===== config.mk =====
export PLATFORM = sky130hd
export DESIGN_NAME = smram_redirect
export DESIGN_NICKNAME = d
export VERILOG_FILES = /design/src/rtl/smram_pkg.sv /design/src/rtl/smram_window_cfg.sv /design/src/rtl/smram_mode_fsm.sv /design/src/rtl/smram_route.sv /design/src/rtl/smram_redirect.sv
export SDC_FILE = /design/constraint.sdc
export NUM_CORES = 1
export LEC_CHECK = 0
export BUFFER_PORTS_ARGS = -buffer_cell sky130_fd_sc_hd__buf_4
export CORE_MARGIN = 4
export CORE_UTILIZATION = 45
export CTS_BUF_LIST = sky130_fd_sc_hd__clkbuf_8 sky130_fd_sc_hd__clkbuf_16
export CTS_CLUSTER_DIAMETER = 40
export DETAILED_ROUTE_END_ITERATION = 7
export GPL_TIMING_DRIVEN = 0
export PLACE_DENSITY = 0.79
export SETUP_SLACK_MARGIN = 0.1
export SYNTH_ARGS = -nofsm -noshare
export SYNTH_HDL_FRONTEND = slang
export SYNTH_HIERARCHICAL = 1
export SYNTH_SLANG_ARGS = --single-unit

===== constraint.sdc =====
create_clock -name clk -period 2.2 [get_ports clk]
set_input_delay 0.22 -clock clk [delete_from_list [all_inputs] [get_ports clk]]
set_output_delay 0.22 -clock clk [all_outputs]
set_load 0.02 [all_outputs]

===== src/rtl/smram_pkg.sv =====
package smram_pkg;

    typedef enum logic [1:0] {
        MODE_CLOSED = 2'd0,
        MODE_OPEN   = 2'd1,
        MODE_SMM    = 2'd2
    } mode_e;

    typedef enum logic [1:0] {
        ROUTE_NONE  = 2'd0,
        ROUTE_SYS   = 2'd1,
        ROUTE_SMRAM = 2'd2
    } route_e;

endpackage


===== src/rtl/smram_window_cfg.sv =====
module smram_window_cfg #(
    parameter int AW        = 32,
    parameter int LW        = 6,
    parameter int MIN_LOG2  = 15,
    parameter int SEG_LOG2  = 15,
    parameter int SAVE_LOG2 = 9
) (
    input  logic [AW-1:0] mem_addr,
    input  logic [AW-1:0] win_base,
    input  logic [LW-1:0] win_size_log2,
    output logic          cfg_error,
    output logic          in_window,
    output logic          in_save
);

    localparam logic [AW-1:0] SAVE_LO = AW'((64'd1 << SEG_LOG2) - (64'd1 << SAVE_LOG2));
    localparam logic [AW-1:0] SAVE_HI = AW'((64'd1 << SEG_LOG2) - 64'd1);

    logic          size_bad;
    logic          base_bad;
    logic [AW:0]   span;
    logic [AW:0]   low_mask;
    logic [AW-1:0] keep_mask;
    logic [AW-1:0] offset;

    always_comb begin
        size_bad  = (win_size_log2 < LW'(MIN_LOG2)) || (win_size_log2 > LW'(AW));
        span      = size_bad ? '0 : ((AW+1)'(1) << win_size_log2);
        low_mask  = span - (AW+1)'(1);
        keep_mask = ~low_mask[AW-1:0];
        base_bad  = |(win_base & low_mask[AW-1:0]);
        cfg_error = size_bad | base_bad;
        offset    = mem_addr & low_mask[AW-1:0];
        in_window = !cfg_error && ((mem_addr & keep_mask) == (win_base & keep_mask));
        in_save   = in_window && (offset >= SAVE_LO) && (offset <= SAVE_HI);
    end

endmodule


===== src/rtl/smram_mode_fsm.sv =====
module smram_mode_fsm
    import smram_pkg::*;
(
    input  logic  clk,
    input  logic  rst_n,
    input  logic  smm_active,
    input  logic  manual_open,
    input  logic  overlay_en,
    input  logic  smi_pulse,
    output mode_e mode_now,
    output logic  flush_req
);

    mode_e state_q;
    mode_e state_d;

    always_ff @(posedge clk or negedge rst_n) begin
        if (!rst_n) begin
            state_q <= MODE_CLOSED;
        end else begin
            state_q <= state_d;
        end
    end

    always_comb begin
        state_d = state_q;
        unique case (state_q)
            MODE_CLOSED: begin
                if (smm_active)       state_d = MODE_SMM;
                else if (manual_open) state_d = MODE_OPEN;
            end
            MODE_OPEN: begin
                if (smm_active)        state_d = MODE_SMM;
                else if (!manual_open) state_d = MODE_CLOSED;
            end
            MODE_SMM: begin
                if (!smm_active) state_d = manual_open ? MODE_OPEN : MODE_CLOSED;
            end
            default: state_d = MODE_CLOSED;
        endcase
    end

    always_comb begin
        mode_now  = state_d;
        flush_req = overlay_en && smi_pulse && (state_q != MODE_SMM);
    end

    // a flush request only ever accompanies an SMI on an overlaid system
    p_flush_needs_smi_r9: assert property (@(posedge clk) disable iff (!rst_n)
        flush_req |-> (smi_pulse && overlay_en));

    // no flush while SMM was already active at the last edge
    p_no_flush_in_smm_r9: assert property (@(posedge clk) disable iff (!rst_n)
        $past(smm_active) |-> !flush_req);

    // SMM-active wins over manual open in the mode register
    p_smm_follows_active_r6: assert property (@(posedge clk) disable iff (!rst_n)
        smm_active |=> (state_q == MODE_SMM));

endmodule


===== src/rtl/smram_route.sv =====
module smram_route
    import smram_pkg::*;
(
    input  logic  clk,
    input  logic  rst_n,
    input  logic  addr_valid,
    input  logic  alt_master,
    input  logic  in_window,
    input  logic  in_save,
    input  mode_e mode,
    output logic  sel_smram,
    output logic  sel_sysram,
    output logic  save_area_hit
);

    route_e route_d;

    always_comb begin
        route_d = ROUTE_NONE;
        if (addr_valid) begin
            route_d = ROUTE_SYS;
            if (in_window) begin
                unique case (mode)
                    MODE_SMM:    route_d = alt_master ? ROUTE_SYS : ROUTE_SMRAM;
                    MODE_OPEN:   route_d = ROUTE_SMRAM;
                    MODE_CLOSED: route_d = ROUTE_SYS;
                    default:     route_d = ROUTE_SYS;
                endcase
            end
        end
    end

    always_ff @(posedge clk or negedge rst_n) begin
        if (!rst_n) begin
            sel_smram     <= 1'b0;
            sel_sysram    <= 1'b0;
            save_area_hit <= 1'b0;
        end else begin
            sel_smram     <= (route_d == ROUTE_SMRAM);
            sel_sysram    <= (route_d == ROUTE_SYS);
            save_area_hit <= (route_d == ROUTE_SMRAM) && in_save;
        end
    end

    // a strobe yields exactly one select on the next cycle
    p_one_select_r1: assert property (@(posedge clk) disable iff (!rst_n)
        ($past(addr_valid) && $past(rst_n)) |-> ($countones({sel_smram, sel_sysram}) == 1));

    // no strobe, no select
    p_idle_quiet_r1: assert property (@(posedge clk) disable iff (!rst_n)
        !$past(addr_valid) |-> !(sel_smram || sel_sysram));

    // an alternate master never reaches SMRAM during SMM
    p_alt_blocked_r4: assert property (@(posedge clk) disable iff (!rst_n)
        $past(addr_valid && alt_master && (mode == MODE_SMM)) |-> !sel_smram);

    // the save flag never stands alone
    p_save_inside_r10: assert property (@(posedge clk) disable iff (!rst_n)
        save_area_hit |-> sel_smram);

endmodule


===== src/rtl/smram_redirect.sv =====
module smram_redirect
    import smram_pkg::*;
#(
    parameter  int AW        = 32,
    parameter  int MIN_LOG2  = 15,
    parameter  int SEG_LOG2  = 15,
    parameter  int SAVE_LOG2 = 9,
    localparam int LW        = $clog2(AW + 1)
) (
    input  logic          clk,
    input  logic          rst_n,
    input  logic [AW-1:0] mem_addr,
    input  logic          addr_valid,
    input  logic          smm_active,
    input  logic          alt_master,
    input  logic          manual_open,
    input  logic [AW-1:0] win_base,
    input  logic [LW-1:0] win_size_log2,
    input  logic          overlay_en,
    input  logic          smi_pulse,
    output logic          sel_smram,
    output logic          sel_sysram,
    output logic          save_area_hit,
    output logic          cfg_error,
    output logic          flush_req
);

    logic  in_window;
    logic  in_save;
    mode_e mode_now;

    smram_window_cfg #(
        .AW        (AW),
        .LW        (LW),
        .MIN_LOG2  (MIN_LOG2),
        .SEG_LOG2  (SEG_LOG2),
        .SAVE_LOG2 (SAVE_LOG2)
    ) u_cfg (
        .mem_addr      (mem_addr),
        .win_base      (win_base),
        .win_size_log2 (win_size_log2),
        .cfg_error     (cfg_error),
        .in_window     (in_window),
        .in_save       (in_save)
    );

    smram_mode_fsm u_fsm (
        .clk         (clk),
        .rst_n       (rst_n),
        .smm_active  (smm_active),
        .manual_open (manual_open),
        .overlay_en  (overlay_en),
        .smi_pulse   (smi_pulse),
        .mode_now    (mode_now),
        .flush_req   (flush_req)
    );

    smram_route u_route (
        .clk           (clk),
        .rst_n         (rst_n),
        .addr_valid    (addr_valid),
        .alt_master    (alt_master),
        .in_window     (in_window),
        .in_save       (in_save),
        .mode          (mode_now),
        .sel_smram     (sel_smram),
        .sel_sysram    (sel_sysram),
        .save_area_hit (save_area_hit)
    );

    // a bad configuration keeps every access away from SMRAM
    p_cfg_blocks_r8: assert property (@(posedge clk) disable iff (!rst_n)
        ($past(cfg_error && addr_valid) && $past(rst_n)) |-> !sel_smram);

    // closed window with no SMM sends everything to system RAM
    p_closed_sys_r7: assert property (@(posedge clk) disable iff (!rst_n)
        $past(addr_valid && !smm_active && !manual_open) |-> !sel_smram);

endmodule


### Yosys cells after proc, flatten, opt, wreduce, memory -nomap -nowiden

Cells that the tools add are included.

| storage, ports and cells | value |
|---|---|
| flip-flop bits (word level) | 5 |
| input bits | 78 |
| logic and storage cells | 46 |

| cells by class | value |
|---|---|
| $add $sub $neg | 1 |
| $lt $le $gt $ge | 4 |
| equal/unequal tests | 8 |
| shift operators | 1 |
| mux-type cells | 12 |
| bitwise gates (word level) | 6 |
| reduce and logical (&&, ||, !) cells | 10 |

Operators with widths:

| kind | number |
|---|---|
| 32-bit bitwise AND | 4 |
| 32-bit == test | 1 |
| 32-bit by 15-bit greater-or-equal comparator with 1-bit output (second input constant) | 1 |
| 32-bit by 15-bit <= comparator with 1-bit output (second input constant) | 1 |
| 32-bit two-way mux | 1 |
| 32-bit inverter | 1 |
| 32-bit OR reduction | 1 |
| 1-bit by 6-bit << shifter with 32-bit output (first input constant) | 1 |
| 32-bit by 1-bit subtractor with 32-bit output (second input constant) | 1 |
| 2-bit two-way mux | 8 |
| 2-bit by 1-bit == test with 1-bit output (second input constant) | 3 |
| 2-bit == test (second input constant) | 3 |
| 6-bit > comparator (second input constant) | 1 |
| 1-bit logical AND | 6 |
| 6-bit by 4-bit < comparator with 1-bit output (second input constant) | 1 |
| 2-bit case mux with 3 select lines | 1 |
| 2-bit case mux with 2 select lines | 1 |
| 2-bit logical NOT | 1 |
| 2-bit inequality test (second input constant) | 1 |
| 1-bit logical NOT | 1 |
| 1-bit logical OR | 1 |
| 1-bit two-way mux | 1 |
| 1-bit OR | 1 |

### Logic depth before layout (Yosys ltp)

Gate-level depths: netlist (run 1).

| depth | value |
|---|---|
| depth in word-level cells | 13 |
| depth in mapped cells | 11 |

### By module

Netlist (run 1), hierarchy kept.

Modules (own cells, without submodules):

| module | instances | cells each | area an instance (um^2) |
|---|---|---|---|
| smram_window_cfg | 1 | 165 | 1147.4 |
| smram_route | 1 | 16 | 176.4 |
| smram_mode_fsm | 1 | 8 | 90.1 |

### Worst setup path before layout (run 1)

No wires, ideal clock.

| timing path | value |
|---|---|
| kind | input port to flip-flop |
| from | input win_size_log2[2] |
| to | register u_route.save_area_hit |
| setup time | 0.111 ns |
| data arrival time | 2.392 ns |
| required time | 2.089 ns |
| slack | -0.304 ns |
| stages on the path | 10 |
| cells stage by stage | buf_6 > or4b_4 > o221ai_2 > o41ai_1 > and2_0 > a221o_1 > nor4_1 > nor4b_2 > inv_1 > a2111oi_2 |

RTL lines:

| element | RTL line | source |
|---|---|---|
| start: declaration | smram_redirect.sv:18 | `input logic [LW-1:0] win_size_log2,` |
| parallel branches: the longest is 10 deep, another holds 32-bit by 1-bit subtractor with 32-bit output | - |  |
| 1-bit logical AND * | smram_window_cfg.sv:35 | `in_save = in_window && (offset >= SAVE_LO) && (offset <= SAVE_HI);` |
| net in_save | smram_redirect.sv:29 | `logic in_save;` |
| 1-bit logical AND * | smram_route.sv:41 | `save_area_hit <= (route_d == ROUTE_SMRAM) && in_save;` |
| end signal: assignment | smram_route.sv:41 |  |
| end: declaration | smram_route.sv:13 | `output logic save_area_hit` |

Mark *: on every way through the listed nets, which the timed path passes.

### Final worst setup path (run 1)

| timing path | value |
|---|---|
| from | input win_size_log2[5] |
| to | register u_route.save_area_hit |

Same word-level chain as after synthesis.

==> results of run 1 <==
[cell type report]
class / instances / area (um^2)
Multi-Input combinational cell: 164 / 1350
Timing Repair Buffer: 94 / 742
Fill cell: 209 / 581
Sequential cell: 5 / 125
Buffer: 12 / 97.6
Tap cell: 44 / 55.1
Clock buffer: 3 / 41.3
Inverter: 9 / 33.8
Clock inverter: 1 / 3.75
[critical path, delay by kind of cell]
kind / cells / cell delay, ns
AO/OA/AOI/OAI: 4 / 0.99
buffers and inverters: 6 / 0.69
AND/OR/NAND/NOR: 3 / 0.80
[cells by family after synthesis]
family                     count (synthesis)
other                                      1
buffers and inverters                     21
DFF                                        5
and+or+nand+nor                           74
xor gates and xnor gates                  28
adders and majority gates                  3
AOI/OAI and AO/OA                         57
[layer usage]
metal | vias up | routed length, um
met5 | - | 0
met4 | 0 | 131
met3 | 20 | 617
met2 | 154 | 2650
met1 | 923 | 2250
li1 | 927 | -
[worst paths after layout]
check | end | cells past startpoint
setup reg to reg | u_route/save_area_hit$_DFF_PN0_ | 5
setup / recovery | u_route/save_area_hit$_DFF_PN0_ | 13
hold reg to reg | u_fsm/state_q[0]$_DFF_PN0_ | 1
hold / removal | u_fsm/state_q[0]$_DFF_PN0_ | 2
max in group asynchronous | u_fsm/state_q[1]$_DFF_PN0_ | 2
min in group asynchronous | u_route/save_area_hit$_DFF_PN0_ | 2
[power groups by stage]
stage,sequential [mW],clock [mW],combinational [mW]
floorplan,0.100,0,0.170
global placement,0.0991,0,0.326
detailed placement,0.0992,0,0.329
CTS,0.0982,0.166,0.347
global route,0.0986,0.172,0.429
finish,0.0982,0.163,0.398
[placed cells by master, fill, tap and decap left out, types with 3 or more instances in the layout]
| master | synthesis | layout |
|---|---|---|
| a211oi_2 | 1 | 3 |
| a21oi_1 | 9 | 7 |
| buf_4 | 1 | 86 |
| buf_6 | 2 | 9 |
| buf_8 | 0 | 3 |
| clkbuf_2 | 0 | 3 |
| clkbuf_8 | 0 | 3 |
| dfrtp_1 | 5 | 5 |
| ha_1 | 3 | 3 |
| inv_1 | 9 | 10 |
| nand2_1 | 11 | 11 |
| nand2b_1 | 3 | 3 |
| nand3_1 | 7 | 7 |
| nand3b_1 | 4 | 4 |
| nand4_1 | 7 | 7 |
| nor2_1 | 13 | 10 |
| nor2_2 | 0 | 3 |
| nor2b_1 | 5 | 4 |
| nor4_1 | 5 | 4 |
| o211ai_1 | 4 | 4 |
| xnor2_1 | 17 | 17 |
| xor2_1 | 11 | 10 |
[per-stage QoR]
step / setup WS (ns) / utilization / power, mW / hold WS (ns)
floorplan: -0.204 / - / 0.270 / -0.0756
global placement: -0.742 / 0.684 / 0.425 / 0.0222
detailed placement: -0.786 / 0.684 / 0.428 / 0.0218
CTS: -0.353 / 0.736 / 0.611 / 0.177
global route: -0.536 / 0.808 / 0.699 / 0.187
finish: -0.413 / 0.808 / 0.660 / 0.180
[repair_timing]
item,CTS,global route
gates resized for setup,16,36
endpoints found under the hold margin,5,0
setup endpoints to repair,4,4
pin swaps,5,13
setup buffers,6,11
hold buffers,1,0
[flip-flops by register name (all words and copies together) (netlist names)]
signal / cells
u_route/sel_smram: 1
u_fsm/state_q: 2
u_route/save_area_hit: 1
u_route/sel_sysram: 1
==> qor.csv, run 1 <==
stage;metric;value;unit
outcome;run status;complete, but fails checks;
outcome;failing checks;setup timing;
clock_tree;clk buf depth;2;
setup_path;Crit path top cell by count;buf_4;
synth;Gate Count Post-Synth;189;
die;die area;4100;um^2
layout;Area Growth Syn to Fin;73.1;%
setup_path;WS Path Type;in2reg;
hold_path;Hold Path Class;in2reg;
route;Final ANT Viol Nets;0;
synth;Synth Area in Compound Gates;0.326;
route;final WL;5650;um
setup_path;Worst EP arrival;2.71;ns
synth;EDFF count, synth;0;
die;Row Count;20;
synth;Yosys top cell by area;xnor2_1;
sta;max-slew violations;0;
power;Gate power share;0.604;
power;P_sw;0.234;mW
synth;Synth Area per Inst;7.48;um^2
synth;post-synthesis sequential area ratio;0.0885;
clock_tree;number of levels in the clock H-tree;1;
sta;Tmin final;2.61;ns
layout;layout cells sized above 1;0.486;
synth;mux cell area share after synthesis;0;
clock_tree;worst skew pair latency;0.22;ns
setup_path;CP Max Fanout;5;
die;die height;64.1;um
route;drt wl/cell;17.0;um
setup_path;Critical Path Max Stage Delay;0.40;ns
global_routing;first-pass GRT wire length;8450;um
synth;post-synthesis xor/xnor area fraction;0.173;
clock_tree;CTS Buf Count;3;
global_routing;met2 Resource Use GR;0.406;
synth;most frequent cell after synthesis;xnor2_1;
route;via count;2024;
layout;ant diodes;0;
clock_tree;CTS sink count;5;
setup_path;Crit. Startpoint;win_size_log2[5];
die;IO Count;83;
global_routing;global route hottest layer;met2;
sta;Final Hold Fails;0;
synth;Main synth FF type;dfrtp_1;
global_routing;GR Overflow Total;0;
synth;Adder-Cell Fraction of Synth Area;0.0265;
setup_path;Slowest-stage cell, CP;or3b_4;
power;leakage;1.01;nW
setup_path;CP startpoint kind;input pin;
synth;synth unique cells;64;
synth;Synth top cells by count;xnor2_1, nor2_1, nand2_1, xor2_1;
global_routing;vias in the first global route;1840;
placed_design;DPL Wire Length;4040;um
setup_path;R2R Path Start;u_fsm/state_q[0]$_DFF_PN0_;
synth;share of the synthesized area in the top cell type;0.105;
die;Core ar.;3030;um^2
job;Max Cap Viol;0;
power;Sw Share;0.355;
global_routing;GRT Overall Usage;0.251;
die;die width;64.1;um
power;cell internal pwr;0.426;mW
setup_path;element type at the critical path end;flop;
global_routing;antenna violations before repair;0;
global_routing;pin count of the biggest net entering global routing;11;
synth;top post-synthesis cells by area;xnor2_1, dfrtp_1, xor2_1, nor2_1, a21oi_1;
clock_tree;CTS Root Cell;clkbuf_8;
sta;Tcrit/Tclk final;1.19;
global_routing;met1 GRT Util;0.343;
layout;nets;370;
clock_tree;clock slew seen by the registers of the worst setup and hold paths;0.03;ns
sta;fmax;383;MHz
global_routing;met3 Resource Use GR;0.0439;
setup_path;crit path cell chain;buf_8 > or3b_4 > buf_8 > o211ai_1 > buf_4 > buf_4 > buf_4 > o211ai_1 > a222oi_1 > nand3_1 > nor4b_2 > inv_1 > a2111oi_2;
sta;TNS Setup;-1.30;ns
sta;unrepaired setup endpoints after global routing;yes;
die;starting density of the core;0.467;
layout;non-filler instance count after layout;332;
synth;yosys warns;6;
placed_design;placed cell area;2070;um^2
power;Clock Power Share;0.247;
clock_tree;CTS tree;yes;
placed_design;I/O Buffers;76;
route;drt pass-1 iters;5;
route;Via density;6.10;
synth;async set-reset flop share out of synthesis;1.00;
synth;Post-Syn Area;1410;um^2
synth;Synth Register Bits;5;
placed_design;Placer Congestion;0.943;
synth;Simple-Gate Fraction of Synth Area;0.312;
power;Flop pwr share;0.149;
sta;Final Skew;0.00114;ns
placed_design;Inst Count DP;310;
power;Worst VDD drop;0.000129;V
synth;main combinational cell family by area after synthesis;compound AO/OA/AOI/OAI gates;
route;Initial DRC Count;182;
sta;Final Setup Violations;4;
hold_path;worst hold start;smm_active;
setup_path;worst path required time;2.30;ns
setup_path;r2r setup slk;0.54;ns
route;DRC errors left;0;
power;pwr dens;270;nW/um^2
sta;Setup WS post-layout;-0.413;ns
layout;Finished Cell Area;2450;um^2
Power figures use the tool's default switching activity.
==> run 2, diff against run 1 <==
- CTS_BUF_LIST: sky130_fd_sc_hd__clkbuf_8 sky130_fd_sc_hd__clkbuf_16 -> unset
==> run 2 against run 1 <==
Effect of this change:
- the flow still finishes with violations (setup timing)
- wire length decreased by 5.9%
- register-to-register slack improved by 0.04 ns
- total power decreased by 11%
- combinational power decreased by 3%
- sequential share of layout area increased by 0.16 points
- global-route usage decreased by 0.62 points
- critical path type unchanged
- critical endpoint unchanged
- largest cell class unchanged
- largest power group unchanged
- highest routed layer unchanged
==> qor.csv, run 2 (same netlist as run 1, synthesis figures left out) <==
stage;metric;value;unit;change
global_routing;first-pass GRT wire length;8310;um;-1.7%
setup_path;reg2reg end;u_route/save_area_hit$_DFF_PN0_;;
setup_path;Slowest-stage cell, CP;a222oi_1;;
sta;Setup WS post-layout;-0.413;ns;+0.000320 ns
layout;Largest register FFs;2;;unchanged
sta;Tcrit/Tclk final;1.19;;about the same
setup_path;WS Path Type;in2reg;;
placed_design;pre-CTS WS;-0.786;ns;unchanged
layout;layout cells sized above 1;0.459;;-0.0267
setup_path;Worst EP arrival;2.74;ns;+0.03 ns
global_routing;vias in the first global route;1833;;-0.38%
sta;Final Setup Violations;4;;unchanged
sta;Final Skew;0.00138;ns;+0.000233 ns
power;Worst VDD drop;0.000136;V;+5.4%
die;die width;64.1;um;unchanged
clock_tree;worst skew pair latency;0.24;ns;+0.02 ns
setup_path;worst path required time;2.33;ns;+0.03 ns
route;drt wl/cell;16.3;um;-4.4%
layout;commonest non-fill, non-tap cells in the layout;buf_4, xnor2_1, nand2_1, nor2_1, xor2_1;;
route;DRC errors left;0;;unchanged
clock_tree;clock slew seen by the registers of the worst setup and hold paths;0.04;ns;about the same
outcome;run status;complete, but fails checks;;
layout;most flop-heavy register;u_fsm/state_q;;
route;drt pass-1 iters;4;;-1
sta;Final Hold Fails;0;;unchanged
setup_path;CP startpoint kind;input pin;;
placed_design;I/O Buffers;76;;unchanged
clock_tree;CTS Buf Count;3;;unchanged
die;starting density of the core;0.467;;unchanged
layout;non-filler instance count after layout;327;;-1.5%
setup_path;Worst R2R Path Depth;5;;unchanged
power;leakage;0.967;nW;-4.4%
global_routing;GR Overflow Total;0;;unchanged
die;Row Count;20;;unchanged
sta;max-slew violations;0;;unchanged
sta;TNS Setup;-1.17;ns;+0.131 ns
hold_path;Hold Path Class;in2reg;;
route;Via density;6.01;;-1.4%
die;IO Count;83;;unchanged
clock_tree;CTS sink count;5;;unchanged
route;Initial DRC Count;114;;-37%
setup_path;Crit path top cell by count;buf_4;;
setup_path;Critical Path Max Stage Delay;0.37;ns;-0.03 ns
route;via count;1965;;-2.9%
placed_design;Placer Congestion;0.943;;unchanged
setup_path;r2r setup slk;0.58;ns;+0.04 ns
setup_path;element type at the critical path end;flop;;
clock_tree;number of levels in the clock H-tree;1;;unchanged
outcome;failing checks;setup timing;;
clock_tree;CTS tree;yes;;
placed_design;Inst Count DP;310;;unchanged
sta;unrepaired setup endpoints after global routing;yes;;
layout;nets;365;;-1.4%
power;Tot Pwr;0.590;mW;-11%
layout;Area Growth Syn to Fin;67.8;%;
hold_path;worst hold path endpoint;u_fsm/state_q[0]$_DFF_PN0_;;
route;Final ANT Viol Nets;0;;unchanged
setup_path;CP Max Fanout;10;;+5
job;Max Cap Viol;0;;unchanged
hold_path;worst hold start;smm_active;;
placed_design;placed cell area;2070;um^2;unchanged
clock_tree;CTS Root Cell;clkbuf_4;;
global_routing;antenna violations before repair;0;;unchanged
sta;fmax;383;MHz;about the same
layout;post-layout util;0.783;;-0.0248
layout;most common cell after layout, fill and taps aside;buf_4;;
route;final WL;5320;um;-5.9%
layout;ant diodes;0;;unchanged
sta;Tmin final;2.61;ns;-0.000320 ns
clock_tree;clk buf depth;2;;unchanged
global_routing;pin count of the biggest net entering global routing;11;;unchanged
placed_design;DPL Wire Length;4040;um;unchanged
global_routing;GRT Overall Usage;0.245;;-0.00623
power;pwr dens;249;nW/um^2;-7.7%
sta;WHS;0.155;ns;-0.0253 ns
hold_path;hold depth;2;;unchanged
die;die area;4100;um^2;unchanged
setup_path;crit path cell chain;buf_4 > nand3b_1 > buf_6 > o211ai_1 > buf_4 > buf_4 > buf_4 > buf_4 > o211ai_1 > a222oi_1 > nand3_1 > nor4b_2 > inv_1 > a2111oi_2;;
setup_path;R2R Path Start;u_fsm/state_q[0]$_DFF_PN0_;;
die;die height;64.1;um;unchanged
layout;Finished Cell Area;2370;um^2;-3.1%
die;Core ar.;3030;um^2;unchanged
[run 2: changes by cell type in the layout (fill, tap and decap cells not counted), sizes merged]
cell,previous run,this run
buf,98,95
clkbuf,10,9
inv,10,9
[run 2: critical path: cells and delay by family]
kind                   cells  cell delay, ns
buffers and inverters      7            0.82
AND/OR/NAND/NOR            3            0.60
AO/OA/AOI/OAI              4            1.09
[run 2: how the worst max path moves through the flow]
stage                     start                              end  slack, ns  depth (start not counted)
6_report       win_size_log2[4]  u_route/save_area_hit$_DFF_PN0_      -0.41                         14
5_1_grt        win_size_log2[4]  u_route/save_area_hit$_DFF_PN0_      -0.58                         14
4_1_cts             win_base[8]  u_route/save_area_hit$_DFF_PN0_      -0.33                         10
3_5_place_dp   win_size_log2[5]  u_route/save_area_hit$_DFF_PN0_      -0.79                         11
3_3_place_gp   win_size_log2[5]  u_route/save_area_hit$_DFF_PN0_      -0.74                         11
2_1_floorplan  win_size_log2[2]  u_route/save_area_hit$_DFF_PN0_      -0.20                         10
[run 2: power breakdown]
part	leakage [nW]	total, mW	internal, mW	switching [mW]
Clock	0.0150	0.106	0.0685	0.0372
Sequential	0.0645	0.0978	0.0955	0.00229
Combinational	0.888	0.387	0.205	0.182
[run 2: area by class of cell]
class                   instances  area, um^2
multi-input cells             164        1340
repair buffers                 89         693
fillers                       219         656
flip-flops and latches          5         125
plain buffers                  12        95.1
well taps                      44        55.1
inverters                       9        33.8
clock buffers                   4        26.3
[run 2: timing repair]
| item | CTS | global route |
|---|---|---|
| hold buffers | 1 | 0 |
| hold endpoints to repair | 5 | 0 |
| setup buffers | 6 | 6 |
| resized for setup | 16 | 28 |
| pin swaps | 5 | 6 |
| endpoints found under the setup margin | 4 | 4 |
[run 2: layer usage]
metal / global-route usage / part of all wire / vias to the layer above
met3: 0.0351 / 0.10 / 20
met1: 0.341 / 0.42 / 897
li1: - / - / 916
met5: 0 / 0 / -
met2: 0.394 / 0.46 / 132
met4: 0.0566 / 0.021 / 0
==> run 3, diff against run 2 <==
- CORE_UTILIZATION: 45 -> 40
- PLACE_DENSITY: 0.79 -> 0.74
- SETUP_SLACK_MARGIN: 0.1 -> 0.15
- clock period: 2.2 -> 2.3 ns (I/O delays scaled with it)
==> run 3 against run 2 <==
Effect of this change:
- hold slack improved by 0.012 ns
- wire length decreased by 1.9%
- sequential share of layout area decreased by 0.13 points
- total power decreased by 3.4%
- flip-flop and latch count did not move
- combinational power fell by 4%
- die area increased by 11%
- non-clock buffer count up 9
- final cell count grew 3.4%
- largest power group unchanged
- the flow still finishes with violations (setup timing)
- sequential power decreased by 4.5%
- largest cell class unchanged
- register-to-register slack better by 0.04 ns
==> qor.csv, run 3 (same netlist as run 1, synthesis figures left out) <==
stage;metric;value;unit;change
outcome;run status;complete, but fails checks;;
outcome;failing checks;setup timing;;
route;drt pass-1 iters;4;;unchanged
sta;TNS Setup;-1.07;ns;+0.0941 ns
setup_path;CP startpoint kind;input pin;;
die;die area;4550;um^2;+11%
layout;most flop-heavy register;u_fsm/state_q;;
placed_design;Inst Count DP;312;;+0.65%
setup_path;element type at the critical path end;flop;;
route;DRC errors left;0;;unchanged
layout;commonest non-fill, non-tap cells in the layout;buf_4, xnor2_1, nor2_1;;
clock_tree;CTS Buf Count;3;;unchanged
placed_design;Placer Congestion;0.876;;-7.0%
power;leakage;1.01;nW;+4.4%
placed_design;DPL Wire Length;4030;um;-0.19%
global_routing;GRT Overall Usage;0.220;;-0.0244
setup_path;worst path required time;2.46;ns;+0.13 ns
sta;Final Hold Fails;0;;unchanged
global_routing;vias in the first global route;1803;;-1.6%
power;pwr dens;234;nW/um^2;-5.8%
placed_design;placed cell area;2070;um^2;+0.12%
layout;non-filler instance count after layout;338;;+3.4%
global_routing;GR Overflow Total;0;;unchanged
power;cell internal pwr;0.358;mW;-2.9%
route;Initial DRC Count;94;;-18%
global_routing;antenna violations before repair;0;;unchanged
die;Row Count;21;;+5.0%
hold_path;hold depth;2;;unchanged
power;Tot Pwr;0.570;mW;-3.4%
die;die width;67.5;um;+5.3%
hold_path;worst hold start;smm_active;;
sta;worst-margin pin slew;0.525;ns;
route;drt wl/cell;15.4;um;-5.1%
clock_tree;worst skew pair latency;0.25;ns;about the same
setup_path;R2R Path Start;u_fsm/state_q[0]$_DFF_PN0_;;
die;die height;67.5;um;+5.3%
clock_tree;CTS sink count;5;;unchanged
route;via count;1904;;-3.1%
hold_path;worst hold path endpoint;u_fsm/state_q[0]$_DFF_PN0_;;
sta;max-slew violations;0;;unchanged
setup_path;r2r setup slk;0.62;ns;+0.04 ns
layout;ant diodes;0;;unchanged
sta;fmax;386;MHz;
sta;unrepaired setup endpoints after global routing;yes;;
power;Flop pwr share;0.164;;-0.002
layout;nets;374;;+2.5%
sta;Setup WS post-layout;-0.292;ns;+0.121 ns
power;Sw Share;0.371;;-0.00350
sta;Final Setup Violations;4;;unchanged
placed_design;pre-CTS WS;-0.719;ns;+0.0672 ns
layout;layout cells sized above 1;0.466;;+0.00639
setup_path;WS Path Type;in2reg;;
die;IO Count;83;;unchanged
global_routing;first-pass GRT wire length;7990;um;-3.8%
route;Final ANT Viol Nets;0;;unchanged
setup_path;Worst R2R Path Depth;6;;+1
die;starting density of the core;0.420;;-0.0466
layout;most common cell after layout, fill and taps aside;buf_4;;
setup_path;Worst EP arrival;2.75;ns;about the same
clock_tree;CTS Root Cell;clkbuf_4;;
sta;WHS;0.167;ns;+0.0117 ns
layout;Area Growth Syn to Fin;72.0;%;
sta;Final Skew;0.00944;ns;+0.00806 ns
power;Gate power share;0.651;;-0.004
clock_tree;CTS tree;yes;;
layout;post-layout util;0.723;;-0.0603
clock_tree;number of levels in the clock H-tree;1;;unchanged
sta;Tcrit/Tclk final;1.13;;
setup_path;CP Max Fanout;3;;-7
die;Core ar.;3360;um^2;+11%
route;Via density;5.63;;-6.3%
hold_path;Hold Path Class;in2reg;;
placed_design;I/O Buffers;76;;unchanged
layout;Finished Cell Area;2430;um^2;+2.5%
power;P_sw;0.212;mW;-4.3%
setup_path;reg2reg end;u_route/sel_smram$_DFF_PN0_;;
sta;Max-slew headroom;0.647;;
power;Clock Power Share;0.185;;+0.006
global_routing;pin count of the biggest net entering global routing;11;;unchanged
power;Worst VDD drop;0.0000982;V;-28%
sta;Tmin final;2.59;ns;
route;final WL;5210;um;-1.9%
job;Max Cap Viol;0;;unchanged
clock_tree;clk buf depth;2;;unchanged
layout;Largest register FFs;2;;unchanged
clock_tree;clock slew seen by the registers of the worst setup and hold paths;0.05;ns;about the same
[run 3: power by group through the flow]
stage | Clock (mW) | Combinational [mW] | Sequential [mW]
finish | 0.105 | 0.371 | 0.0934
global placement | 0 | 0.313 | 0.0949
floorplan | 0 | 0.163 | 0.0957
detailed placement | 0 | 0.314 | 0.0949
global route | 0.113 | 0.401 | 0.0939
CTS | 0.103 | 0.340 | 0.0936
[run 3: cell type report]
| cell class | instances | area (um^2) |
|---|---|---|
| buffer | 12 | 95.1 |
| timing repair buffer | 98 | 787 |
| clock buffer | 4 | 26.3 |
| tap | 46 | 57.6 |
| inverter | 9 | 33.8 |
| multi-input combinational | 164 | 1310 |
| sequential | 5 | 125 |
| fill | 291 | 931 |
[run 3: critical path, cell delays in order]
cell	delay (ns)
buf_8	0.10
or3b_4	0.22
buf_8	0.09
o211ai_1	0.12
buf_4	0.16
buf_6	0.10
buf_6	0.10
buf_6	0.10
buf_6	0.10
o211ai_1	0.10
o22a_1	0.18
o2111ai_2	0.11
nor4_2	0.31
nor3b_2	0.23
nand3b_1	0.13
buf_4	0.15
a211oi_2	0.20
[run 3: metal layers]
| layer | track usage | wire length (um) |
|---|---|---|
| met1 | 0.296 | 2150 |
| met2 | 0.373 | 2550 |
| met3 | 0.0233 | 453 |
| met4 | 0.0557 | 61 |
| met5 | 0 | 0 |
[run 3: worst max path at each step]
| stage | startpoint | end | depth (start not counted) |
|---|---|---|---|
| global placement | win_size_log2[5] | u_route/save_area_hit$_DFF_PN0_ | 11 |
| global route | win_size_log2[4] | u_route/sel_smram$_DFF_PN0_ | 17 |
| finish | win_size_log2[4] | u_route/sel_smram$_DFF_PN0_ | 17 |
| floorplan | win_size_log2[2] | u_route/save_area_hit$_DFF_PN0_ | 10 |
| detailed placement | win_size_log2[5] | u_route/save_area_hit$_DFF_PN0_ | 11 |
| CTS | win_size_log2[3] | u_route/save_area_hit$_DFF_PN0_ | 11 |
[run 3: repair_timing]
| action | 4_1_cts | 5_1_grt |
|---|---|---|
| hold buffers | 1 | 0 |
| endpoints found under the setup margin | 4 | 4 |
| setup buffers | 12 | 9 |
| hold endpoints to repair | 5 | 0 |
| gates resized for setup | 23 | 19 |
| pin swaps | 14 | 14 |
